File: src/rtl/ras_pkg.sv
package ras_pkg;

  // Circular index step forward, wrapping at n
  function automatic int unsigned ring_next(int unsigned p, int unsigned n);
    return (p == n - 1) ? 0 : p + 1;
  endfunction

  // Circular index step backward, wrapping at n
  function automatic int unsigned ring_prev(int unsigned p, int unsigned n);
    return (p == 0) ? n - 1 : p - 1;
  endfunction

  // Occupancy after a push: saturates at capacity (oldest dropped)
  function automatic int unsigned level_after_push(int unsigned lvl, int unsigned cap);
    return (lvl >= cap) ? cap : lvl + 1;
  endfunction

endpackage

File: src/rtl/ras_slots.sv
module ras_slots #(
  parameter int unsigned PCW   = 13,
  parameter int unsigned DEPTH = 8,
  parameter int unsigned PTRW  = $clog2(DEPTH)
) (
  input  logic            clk,
  input  logic            rst_n,
  input  logic            wr_en,
  input  logic [PTRW-1:0] wr_idx,
  input  logic [PCW-1:0]  wr_data,
  input  logic [PTRW-1:0] rd_idx,
  output logic [PCW-1:0]  rd_data
);

  logic [PCW-1:0] slot_q [DEPTH];

  for (genvar g = 0; g < DEPTH; g++) begin : g_slot
    always_ff @(posedge clk or negedge rst_n) begin
      if (!rst_n) begin
        slot_q[g] <= '0;
      end else if (wr_en && (wr_idx == PTRW'(g))) begin
        slot_q[g] <= wr_data;
      end
    end
  end

  assign rd_data = slot_q[rd_idx];

endmodule

File: src/rtl/ras_level_ctrl.sv
module ras_level_ctrl #(
  parameter int unsigned DEPTH = 8,
  parameter int unsigned PTRW  = $clog2(DEPTH),
  parameter int unsigned CNTW  = $clog2(DEPTH + 1)
) (
  input  logic            clk,
  input  logic            rst_n,
  input  logic            push,
  input  logic            pop,
  output logic [PTRW-1:0] wr_idx,
  output logic [PTRW-1:0] top_idx,
  output logic [CNTW-1:0] level,
  output logic            full,
  output logic            pop_ok,
  output logic            pop_empty
);

  logic [PTRW-1:0] wptr_q;
  logic [CNTW-1:0] level_q;
  logic            empty;

  assign empty     = (level_q == '0);
  assign full      = (level_q == CNTW'(DEPTH));
  assign pop_ok    = pop && !push && !empty;
  assign pop_empty = pop && !push && empty;
  assign wr_idx    = wptr_q;
  assign top_idx   = PTRW'(ras_pkg::ring_prev(32'(wptr_q), DEPTH));
  assign level     = level_q;

  always_ff @(posedge clk or negedge rst_n) begin
    if (!rst_n) begin
      wptr_q  <= '0;
      level_q <= '0;
    end else if (push) begin
      wptr_q  <= PTRW'(ras_pkg::ring_next(32'(wptr_q), DEPTH));
      level_q <= CNTW'(ras_pkg::level_after_push(32'(level_q), DEPTH));
    end else if (pop_ok) begin
      wptr_q  <= top_idx;
      level_q <= level_q - 1'b1;
    end
  end

endmodule

File: src/rtl/ras_irq_gate.sv
module ras_irq_gate (
  input  logic clk,
  input  logic rst_n,
  input  logic irq_req,
  input  logic full,
  input  logic busy,
  output logic ack,
  output logic pending
);

  logic pend_q;
  logic want;

  assign want    = pend_q || irq_req;
  assign ack     = want && !full && !busy;
  assign pending = pend_q;

  always_ff @(posedge clk or negedge rst_n) begin
    if (!rst_n) begin
      pend_q <= 1'b0;
    end else begin
      pend_q <= want && !ack;
    end
  end

endmodule

File: src/rtl/ret_addr_stack.sv
module ret_addr_stack #(
  parameter int unsigned PCW   = 13,
  parameter int unsigned DEPTH = 8
) (
  input  logic           clk,
  input  logic           rst_n,
  input  logic           call_i,
  input  logic           ret_i,
  input  logic           irq_req_i,
  input  logic [PCW-1:0] pc_i,
  output logic [PCW-1:0] ret_pc_o,
  output logic           irq_ack_o,
  output logic           full_o
);

  localparam int unsigned PTRW = (DEPTH > 1) ? $clog2(DEPTH) : 1;
  localparam int unsigned CNTW = $clog2(DEPTH + 1);

  // Named internal events
  logic            push_evt;
  logic            pop_evt;
  logic            pop_empty_evt;
  logic            ack_w;
  logic            full_w;
  logic            pend_w;
  logic [CNTW-1:0] depth_w;
  logic [PTRW-1:0] wr_idx_w;
  logic [PTRW-1:0] top_idx_w;
  logic [PCW-1:0]  top_data_w;
  logic [PCW-1:0]  ret_pc_q;

  assign push_evt = call_i || ack_w;

  ras_irq_gate u_gate (
    .clk     (clk),
    .rst_n   (rst_n),
    .irq_req (irq_req_i),
    .full    (full_w),
    .busy    (call_i || ret_i),
    .ack     (ack_w),
    .pending (pend_w)
  );

  ras_level_ctrl #(.DEPTH(DEPTH), .PTRW(PTRW), .CNTW(CNTW)) u_level (
    .clk       (clk),
    .rst_n     (rst_n),
    .push      (push_evt),
    .pop       (ret_i),
    .wr_idx    (wr_idx_w),
    .top_idx   (top_idx_w),
    .level     (depth_w),
    .full      (full_w),
    .pop_ok    (pop_evt),
    .pop_empty (pop_empty_evt)
  );

  ras_slots #(.PCW(PCW), .DEPTH(DEPTH), .PTRW(PTRW)) u_slots (
    .clk     (clk),
    .rst_n   (rst_n),
    .wr_en   (push_evt),
    .wr_idx  (wr_idx_w),
    .wr_data (pc_i),
    .rd_idx  (top_idx_w),
    .rd_data (top_data_w)
  );

  always_ff @(posedge clk or negedge rst_n) begin
    if (!rst_n) begin
      ret_pc_q <= '0;
    end else if (pop_evt) begin
      ret_pc_q <= top_data_w;
    end
  end

  assign ret_pc_o  = ret_pc_q;
  assign irq_ack_o = ack_w;
  assign full_o    = full_w;

endmodule

File: config.mk
export PLATFORM = sky130hd
export DESIGN_NAME = ret_addr_stack
export DESIGN_NICKNAME = d
export VERILOG_FILES = /design/src/rtl/ras_pkg.sv /design/src/rtl/ras_slots.sv /design/src/rtl/ras_level_ctrl.sv /design/src/rtl/ras_irq_gate.sv /design/src/rtl/ret_addr_stack.sv
export SDC_FILE = /design/constraint.sdc
export NUM_CORES = 1
export LEC_CHECK = 0
export ABC_AREA = 1
export ABC_CLOCK_PERIOD_IN_PS = 3900
export BUFFER_PORTS_ARGS = -buffer_cell sky130_fd_sc_hd__buf_2
export CAP_MARGIN = 0
export CORE_MARGIN = 2
export CORE_UTILIZATION = 65
export DETAILED_ROUTE_END_ITERATION = 12
export GPL_ROUTABILITY_DRIVEN = 0
export GPL_TIMING_DRIVEN = 0
export HOLD_SLACK_MARGIN = 0.1
export PLACE_DENSITY_LB_ADDON = 0.2
export SLEW_MARGIN = 5
export SYNTH_ARGS = -nofsm -noshare
export SYNTH_HDL_FRONTEND = slang
export SYNTH_HIERARCHICAL = 1
export SYNTH_SLANG_ARGS = --single-unit
File: constraint.sdc
create_clock -name clk -period 3.9 [get_ports clk]
set_input_delay 0.585 -clock clk [delete_from_list [all_inputs] [get_ports clk]]
set_output_delay 0.585 -clock clk [all_outputs]
set_load 0.005 [all_outputs]
==> flow_metrics.py <==
metrics = {
    "pwr": {
        "p_comb_share_pct": 46.8,
        "clockPowerShare_pct": 22.2,
        "swShare_pct": 44.2,
        "power_density_mw_per_mm2": 981,
        "p_seq_share_pct": 31.0,
        "power_mw": 7.18,
        "vdd_drop_max_uv": 439,
        "leakage_nw": 4.03,
        "p_switching_mw": 3.17,
        "p_int_mw": 4.00,
    },
    "die": {
        "dieArea_mm2": 0.0106,
        "start_util_pct": 65.8,
        "ios": 33,
        "die_x_um": 103,
        "row_count": 36,
        "coreArea_mm2": 0.00964,
        "die_h_um": 103,
    },
    "sta": {
        "worst_slew_pin_slew_ps": 632,
        "fin_crit_sh_pct": 70.0,
        "hold_viol_final": 0,
        "slew_violations": 0,
        "timing.fmax_mhz": 366,
        "fin_crit_ps": 2730,
        "setup_violations": 0,
        "tns_ps": 0,
        "slew_headroom_pct": 57.9,
        "rsz0062_at_grt": "no",
        "setup_slack_ps": 1170,
        "worst_clock_skew_ps": 8.89,
    },
    "clocking": {
        "cts_made_buffers": 17,
        "post_cts_buffers": 0,
        "cts_resized": 0,
        "clk_path_buf_depth": 2,
        "cts_root_buf": "clkbuf_8",
        "clk_pin_slew_ps": 60,
        "clock-sinks": 125,
        "clk_latency_ps": 540,
        "cts_tree": "done",
        "htree_num_levels": 4,
    },
    "drt": {
        "post_drt_wl_per_cell_um": 15.3,
        "drt-total-wl_um": 16100,
        "drt.antenna.violating_nets": 0,
        "drt_iter0_drc": 393,
        "drt_first_pass_iters": 5,
        "drc_errors": 0,
        "vias": 5719,
        "vias_per_cell": 5.45,
    },
    "hold_path": {
        "whs_path_depth": 3,
        "hold_path.class": "input pin to flop",
    },
    "cells_and_area": {
        "drive_above_1_share_pct": 14.3,
        "fill_cells": 699,
        "area_growth_pct": 15.3,
        "antenna-diode-count": 0,
        "final_cells": 1049,
        "final_nets": 927,
    },
    "synth": {
        "syn_area_per_cell_um2": 7.47,
        "netlist_area_mm2": 0.00635,
        "yosysWarnings": 6,
        "syn-instance-count": 850,
        "synth_nets": 874,
    },
    "global_route": {
        "grt_max_degree": 97,
        "antenna_found_initial": 0,
        "track_usage_pct": 32.8,
        "grt-ovfl-total": 0,
        "grt_pass1_wl_um": 26000,
        "grt_pass1_vias": 5427,
    },
    "critical_path": {
        "ff2ff_path_depth": 15,
        "worstPathRequired_ps": 4330,
        "critPathLaunchType": "flop",
        "end_kind": "flop",
        "worstSetupPathType": "flop to flop",
        "arrival_ps": 3160,
        "cp_max_fo": 10,
    },
    "placed_design": {
        "portBuffers": 32,
        "hpwl_um": 11200,
        "place_ws_ps": 1280,
        "place_inst": 1016,
    },
    "run": {
        "cap_violations": 0,
    },
    "run_status": {
        "status": "finished, final reports clean",
    },
}
==> power groups by stage <==
stage	Sequential, mW	Combinational, mW	Clock, mW
2_1_floorplan	2.15	2.33	0
3_3_place_gp	2.19	3.08	0
3_5_place_dp	2.22	3.21	0
4_1_cts	2.21	3.29	1.60
5_1_grt	2.29	3.77	1.67
6_report	2.22	3.36	1.60
==> flip-flops by register name, summed over array words and instances, names as in the netlist <==
name / count
u_level/level: 4
ret_pc_o: 13
u_slots/slot_q: 104
u_level/wr_idx: 3
u_gate/pending: 1
==> worst max-delay path, stage by stage (launching register included) <==
cell and delay, ps:
dfrtp_1 530, inv_1 160, ha_1 230, ha_1 190, nor2_1 140, inv_1 50, buf_2 180, inv_2 150
clkbuf_1 380, nand2_1 130, nand3_1 130, nand2_1 60, nand2_1 50, nand2_1 110, nand2_1 90, nand2_1 50
==> stage by stage <==
| stage | utilization (%) | cell area (µm²) | hold slack [ps] |
|---|---|---|---|
| floorplan | - | 6350 | 289 |
| global placement | 69.2 | 6670 | 449 |
| detailed placement | 69.6 | 6710 | 454 |
| CTS | 75.9 | 7320 | 268 |
| global route | 75.9 | 7320 | 279 |
| finish | 75.9 | 7320 | 268 |
==> per-layer routing <==
layer	share of wire [%]	vias up	global-route usage, %
met2	50	284	57.0
met1	39	2684	40.0
met5	0	-	0
li1	-	2679	-
met3	7.0	72	7.59
met4	3.7	0	12.7
==> layout by cell type (no fill, tap or decap), types with 5 or more instances in the layout <==
master,instances
nand2_2,13
nand3_1,54
o21ai_0,88
o21ai_2,16
buf_6,6
nand2_1,332
o21ai_1,8
ha_1,6
clkbuf_1,13
inv_2,5
clkbuf_16,16
nor2_1,13
inv_1,137
dfrtp_1,125
buf_2,45
==> area by class of cell <==
cell class	count	area (µm²)	area share, %
buffer	38	226	3.10
clock buffer	21	459	6.28
clock inverter	11	140	1.92
inverter	145	544	7.44
multi-input combinational	542	2450	33.5
sequential	125	3130	42.8
tap	133	166	2.27
timing repair buffer	34	204	2.79
==> path summary, 6_finish.rpt <==
kind | slack [ps] | to | startpoint
max reg2reg | 1170 | ret_pc_o[6] | u_level/wr_idx[0]
max | 1170 | ret_pc_o[6] | u_level/wr_idx[0]
min reg2reg | 460 | ret_pc_o[0] | ret_pc_o[0]
max in group asynchronous | 2660 | u_slots/slot_q[63] | rst_n
min | 270 | u_slots/slot_q[8] | pc_i[8]
min in group asynchronous | 500 | u_level/level[2] | rst_n
==> what timing repair did <==
action                                  4_1_cts  5_1_grt
hold endpoints to repair                     29        0
endpoints found under the setup margin        0        0
hold buffers                                  1        0
Power figures use the tool's default switching activity.
